## src/rtl/rtc_pkg.sv

```systemverilog
package rtc_pkg;
  localparam int NUM_ALARM  = 2;
  // word indices (byte address >> 2)
  localparam int IDX_STATUS = 0;
  localparam int IDX_CFG0   = 1;
  localparam int IDX_TIME   = 3;
  localparam int IDX_ALM0   = 4;
  localparam int IDX_TRIM   = 6;
  localparam int IDX_TEST   = 7;
  localparam int CFG_W      = 3;

  typedef struct packed {
    logic one_hz;
    logic per_en;
    logic al_en;
  } irq_cfg_t;
endpackage

```

## src/rtl/rtc_sec_counter.sv

```systemverilog
module rtc_sec_counter #(
  parameter int DW = 32
) (
  input  logic          clk_i,
  input  logic          rst_ni,
  input  logic          tick_i,
  input  logic          load_i,
  input  logic [DW-1:0] load_val_i,
  output logic [DW-1:0] count_o,
  output logic [DW-1:0] next_o,
  output logic          adv_o
);
  logic [DW-1:0] cnt_q;

  assign next_o  = cnt_q + 1'b1;
  assign adv_o   = tick_i & ~load_i;
  assign count_o = cnt_q;

  always_ff @(posedge clk_i or negedge rst_ni) begin
    if (!rst_ni)     cnt_q <= '0;
    else if (load_i) cnt_q <= load_val_i;
    else if (tick_i) cnt_q <= next_o;
  end
endmodule

```

## src/rtl/rtc_alarm_chan.sv

```systemverilog
module rtc_alarm_chan import rtc_pkg::*; #(
  parameter int DW = 32
) (
  input  logic             clk_i,
  input  logic             rst_ni,
  input  logic             cfg_we_i,
  input  logic             alm_we_i,
  input  logic [DW-1:0]    wdata_i,
  input  logic             clr_i,
  input  logic             tick_i,
  input  logic             fast_i,
  input  logic             adv_i,
  input  logic [DW-1:0]    next_i,
  output logic             flag_o,
  output irq_cfg_t         cfg_o,
  output logic [DW-1:0]    alarm_o,
  output logic             irq_o
);
  irq_cfg_t      cfg_q;
  logic [DW-1:0] alm_q;
  logic          flag_q;
  logic          hit, per_hit, set;

  assign hit     = adv_i && (next_i == alm_q);
  assign per_hit = cfg_q.per_en && (cfg_q.one_hz ? tick_i : fast_i);
  assign set     = hit | per_hit;

  always_ff @(posedge clk_i or negedge rst_ni) begin
    if (!rst_ni) begin
      cfg_q  <= '0;
      alm_q  <= '0;
      flag_q <= 1'b0;
    end else begin
      if (cfg_we_i) cfg_q <= irq_cfg_t'(wdata_i[CFG_W-1:0]);
      if (alm_we_i) alm_q <= wdata_i;
      // set beats a same-cycle clear
      if (set)        flag_q <= 1'b1;
      else if (clr_i) flag_q <= 1'b0;
    end
  end

  assign flag_o  = flag_q;
  assign cfg_o   = cfg_q;
  assign alarm_o = alm_q;
  assign irq_o   = flag_q & cfg_q.al_en;
endmodule

```

## src/rtl/rtc_core.sv

```systemverilog
module rtc_core import rtc_pkg::*; #(
  parameter int         DW       = 32,
  parameter int         ADDR_W   = 6,
  parameter logic [7:0] TEST_RST = 8'hFF
) (
  input  logic              clk_i,
  input  logic              rst_ni,
  input  logic              tick_i,
  input  logic              fast_i,
  input  logic              req_i,
  input  logic              we_i,
  input  logic [ADDR_W-1:0] addr_i,
  input  logic [DW-1:0]     wdata_i,
  output logic [DW-1:0]     rdata_o,
  output logic              irq_o
);
  localparam int IDX_W = ADDR_W - 2;

  logic [IDX_W-1:0] idx;
  logic             aligned, wr;
  logic             time_wr, trim_wr, test_wr, stat_wr;
  logic [DW-1:0]    time_q, time_next;
  logic             time_adv;
  logic [DW-1:0]    trim_q, test_q;

  logic [NUM_ALARM-1:0] flag_vec, al_en_vec, irq_vec;
  irq_cfg_t             cfg_vec [NUM_ALARM];
  logic [DW-1:0]        alm_vec [NUM_ALARM];

  assign idx     = addr_i[ADDR_W-1:2];
  assign aligned = (addr_i[1:0] == 2'b00);
  assign wr      = req_i & we_i & aligned;
  assign time_wr = wr && (idx == IDX_W'(IDX_TIME));
  assign trim_wr = wr && (idx == IDX_W'(IDX_TRIM));
  assign test_wr = wr && (idx == IDX_W'(IDX_TEST));
  assign stat_wr = wr && (idx == IDX_W'(IDX_STATUS));

  rtc_sec_counter #(.DW(DW)) u_cnt (
    .clk_i      (clk_i),
    .rst_ni     (rst_ni),
    .tick_i     (tick_i),
    .load_i     (time_wr),
    .load_val_i (wdata_i),
    .count_o    (time_q),
    .next_o     (time_next),
    .adv_o      (time_adv)
  );

  for (genvar c = 0; c < NUM_ALARM; c++) begin : g_ch
    logic cfg_we, alm_we;
    assign cfg_we = wr && (idx == IDX_W'(IDX_CFG0 + c));
    assign alm_we = wr && (idx == IDX_W'(IDX_ALM0 + c));

    rtc_alarm_chan #(.DW(DW)) u_ch (
      .clk_i    (clk_i),
      .rst_ni   (rst_ni),
      .cfg_we_i (cfg_we),
      .alm_we_i (alm_we),
      .wdata_i  (wdata_i),
      .clr_i    (stat_wr & wdata_i[c]),
      .tick_i   (tick_i),
      .fast_i   (fast_i),
      .adv_i    (time_adv),
      .next_i   (time_next),
      .flag_o   (flag_vec[c]),
      .cfg_o    (cfg_vec[c]),
      .alarm_o  (alm_vec[c]),
      .irq_o    (irq_vec[c])
    );
    assign al_en_vec[c] = cfg_vec[c].al_en;
  end

  always_ff @(posedge clk_i or negedge rst_ni) begin
    if (!rst_ni) begin
      trim_q <= '0;
      test_q <= DW'(TEST_RST);
    end else begin
      if (trim_wr) trim_q <= wdata_i;
      if (test_wr) test_q <= wdata_i;
    end
  end

  always_comb begin
    rdata_o = '0;
    if (aligned) begin
      if (idx == IDX_W'(IDX_STATUS)) rdata_o = DW'(flag_vec);
      if (idx == IDX_W'(IDX_TIME))   rdata_o = time_q;
      if (idx == IDX_W'(IDX_TRIM))   rdata_o = trim_q;
      if (idx == IDX_W'(IDX_TEST))   rdata_o = test_q;
      for (int c = 0; c < NUM_ALARM; c++) begin
        if (idx == IDX_W'(IDX_CFG0 + c)) rdata_o = DW'(cfg_vec[c]);
        if (idx == IDX_W'(IDX_ALM0 + c)) rdata_o = alm_vec[c];
      end
    end
  end

  assign irq_o = |irq_vec;
endmodule

```

## config.mk

```make
export PLATFORM = sky130hd
export DESIGN_NAME = rtc_core
export DESIGN_NICKNAME = d
export VERILOG_FILES = /design/src/rtl/rtc_pkg.sv /design/src/rtl/rtc_sec_counter.sv /design/src/rtl/rtc_alarm_chan.sv /design/src/rtl/rtc_core.sv
export SDC_FILE = /design/constraint.sdc
export NUM_CORES = 1
export LEC_CHECK = 0
export ABC_AREA = 1
export CORE_ASPECT_RATIO = 0.5
export CORE_MARGIN = 2
export CORE_UTILIZATION = 60
export DETAILED_ROUTE_END_ITERATION = 10
export PLACE_DENSITY = 0.81
export SLEW_MARGIN = 20
export SYNTH_ARGS = -nofsm -noshare
export SYNTH_HDL_FRONTEND = slang
export SYNTH_HIERARCHICAL = 1
export SYNTH_SLANG_ARGS = --single-unit
```

## constraint.sdc

```tcl
create_clock -name clk_i -period 3 [get_ports clk_i]
set_input_delay 0.45 -clock clk_i [delete_from_list [all_inputs] [get_ports clk_i]]
set_output_delay 0.45 -clock clk_i [all_outputs]
set_load 0.03 [all_outputs]
```

==> results.yml <==
run_status:
  status: "complete, no violations"
floorplanning:
  rows: 33
  die_w_microns: 187.4
  initial_core_util_pct: 61.44
  core_area_sq_mm: 0.01643
  ioPinCount: 77
  die_y_microns: 95.73
  dieArea_sq_mm: 0.01794
sta:
  final_hold_viol_count: 0
  fin_skew_ns: 0.01286
  fin_crit_ns: 2.813
  rsz0062_at_grt: "no"
  fin_ws_ns: 0.1868
  tightest_slew_ns: 0.6816
  whs_ns: 0.4890
  fin_crit_sh_pct: 93.77
  max_slew_margin_pct: 54.56
  fin_tns_setup_ns: 0
  max_freq_ghz: 0.3555
  slew_viol_final: 0
  setup_viol: 0
finish:
  drive_gt1_share_pct: 13.44
  antenna_cells: 0
  area_delta_synth_final_pct: 17.42
  fin_nets: 1483
clocking:
  clkLatencyLatePin_ns: 0.43
  cts_tree: "yes"
  post_cts_buffers: 0
  clockBufferDepth: 2
  cts-root-buf: "clkbuf_16"
  numClockSinks: 168
  htree_levels: 4
  cts_made_buffers: 17
  clkTransAtPathRegs_ns: 0.06
worst_setup_path:
  arrival_ns: 2.36
  critPathSlowestCell: "clkdlybuf4s50_1"
  cp_cell_sequence: "clkdlybuf4s50_1 -> inv_2 -> nor2_4 -> nand2_2 -> buf_12 -> nor2_1 -> a21oi_1 -> a41oi_1 -> buf_4"
  cp.required_ns: 2.55
  crit_path_end_kind: "output port"
  critPathLaunchType: "primary input"
  path_class: "in -> out"
  cp_max_fo: 11
  critical_path.max_stage_delay_ns: 0.59
power:
  total_power_uw: 6306
  comb_power_share_pct: 20.0
  power_leakage_uw: 0.005462
  powerDensity_mw_per_mm2: 532.0
  pwr-share-seq_pct: 45.2
  p_clk_share_pct: 34.7
  swShare_pct: 32.92
  p_sw_uw: 2076
  p_int_uw: 4230
  peakVddDrop_uv: 414.7
detailed_routing:
  drtPass1Iterations: 6
  via_per_inst: 5.607
  wire_per_inst_microns: 16.90
  vias: 9408
  drc: 0
  wirelength_microns: 28350
  drtIter0Drc: 855
  ant_nets: 0
global_routing:
  antenna_found_initial: 0
  track_usage_pct: 33.11
  grt_max_degree: 82
  grt_pass1_vias: 9032
  grt_pass1_wl_microns: 46190
  grt_overflow_total: 0
placement:
  gp_congestion: 0.9158
  port_buffers: 76
  dpl_worst_slack_ns: 0.06282
  dp_hpwl_microns: 19490
min_path:
  hp-class: "reg -> reg"
synth:
  syn_inst: 1367
  seq_area_frac_synth_pct: 41.74
  synth_cell_types: 38
  async_flop_share_pct: 100.0
  yosys_warnings: 6
  synth_enable_flop_cells: 0
  ys_ff_latch: 168
  avgSynthCellArea_sq_um: 7.385
  synth_nets: 1412
  yosys_most_used_dff: "dfrtp_1"
  netlist_area_sq_mm: 0.01010
flow_run:
  cap_violations: 0
Yosys cell counts, drive strengths merged (2+ instances only):
master	n	share of area, %
dfrtp	160	40
clkbuf	19	0.73
nand3b	6	0.45
or2	2	0.12
inv	187	7.0
a21boi	2	0.15
nor2	124	5.9
nand3	39	1.9
nand2	495	19
xor2	18	2.1
buf	33	2.0
and2	4	0.25
a21oi	35	1.7
o21ai	130	6.4
a22oi	23	1.7
dfstp	8	2.1
o22ai	2	0.12
a41oi	29	3.3
xnor2	17	1.5
mux2	26	3.5
o21bai	3	0.22
nor3	2	0.099
sequential cells by signal, summed over array words and instances (netlist names):
name               cells
g_ch.u_ch/cfg_o        6
trim_q                32
g_ch.u_ch/flag_o       2
test_q                32
u_cnt/count_o         32
g_ch.u_ch/alarm_o     64
path summary, 6_finish.rpt:
kind,from,end,slack [ns],cells past startpoint
max in group asynchronous,rst_ni,trim_q[16]$_DFFE_PN0P_,1.63,3
max,addr_i[4],rdata_o[23],0.19,9
min,trim_q[3]$_DFFE_PN0P_,trim_q[3]$_DFFE_PN0P_,0.49,2
min in group asynchronous,rst_ni,g_ch[1].u_ch/alarm_o[5]$_DFFE_PN0P_,0.54,2
max reg2reg,u_cnt/count_o[1]$_DFFE_PN0P_,g_ch[0].u_ch/flag_o$_DFFE_PN0P_,0.30,16
min reg2reg,trim_q[3]$_DFFE_PN0P_,trim_q[3]$_DFFE_PN0P_,0.49,2
logic make-up (layout without fill, tap and decap cells):
kind of cell,count (synthesis),count (layout),share of synthesized area [%]
XOR/XNOR,35,35,3.557
adder cells (fa/ha/maj),1,1,0.1239
multiplexers,26,26,3.495
flip-flops,168,168,41.74
AO/OA/AOI/OAI,226,226,13.79
AND/OR/NAND/NOR,672,672,27.64
buffers and inverters,239,323,9.654
what timing repair did:
action                                 4_1_cts  5_1_grt
endpoints found under the hold margin       21        0
gates resized for setup                      0        1
hold buffers                                 1        0
setup endpoints to repair                    0        1
metrics by stage:
step | util, % | cells | instance area (sq um)
after floorplan | - | 1367 | 10100
after global placement | 68.58 | 1645 | 11270
after detailed placement | 68.58 | 1645 | 11270
after CTS | 72.13 | 1678 | 11850
after global routing | 72.14 | 1678 | 11860
final | 72.14 | 1678 | 11860
worst max-delay path, delay by kind of cell:
family          cells  cell delay (ns)
compound gates      2             0.25
simple gates        3             0.52
buf+inv             4             1.12
layout by cell type (no fill, tap or decap), types with 12 or more instances in the layout:
master	count
buf_4	38
a41oi_1	19
a21oi_1	35
nand3_1	39
dfrtp_1	160
xnor2_1	17
inv_2	14
o21ai_0	101
o21ai_1	29
nor2_1	102
inv_1	173
nand2_2	12
clkdlybuf4s50_1	43
mux2_4	16
nand2_1	480
a22oi_1	23
buf_12	20
clkbuf_16	17
area by class of cell:
| type | instances | area (sq um) |
|---|---|---|
| Fill cell | 1330 | 4578 |
| Clock inverter | 12 | 116.4 |
| Clock buffer | 20 | 456.7 |
| Inverter | 187 | 701.9 |
| Sequential cell | 168 | 4214 |
| Multi-Input combinational cell | 960 | 4932 |
| Timing Repair Buffer | 104 | 1150 |
| Tap cell | 227 | 284.0 |
power groups by stage:
| stage | Sequential (uW) | Clock [uW] | Combinational, uW |
|---|---|---|---|
| floorplan | 2790 | 0 | 855 |
| global route | 2890 | 2310 | 1420 |
| detailed placement | 2880 | 0 | 1230 |
| global placement | 2870 | 0 | 1180 |
| finish | 2850 | 2190 | 1260 |
| CTS | 2840 | 2210 | 1250 |
layer usage:
layer	up-vias	track usage (%)	part of all wire (%)
li1	4442	-	-
met4	0	9.646	1.4
met3	46	6.526	9.4
met1	4464	46.81	45
met2	456	52.57	44
met5	-	0	0
No activity file was read; power rests on OpenSTA's default activity.
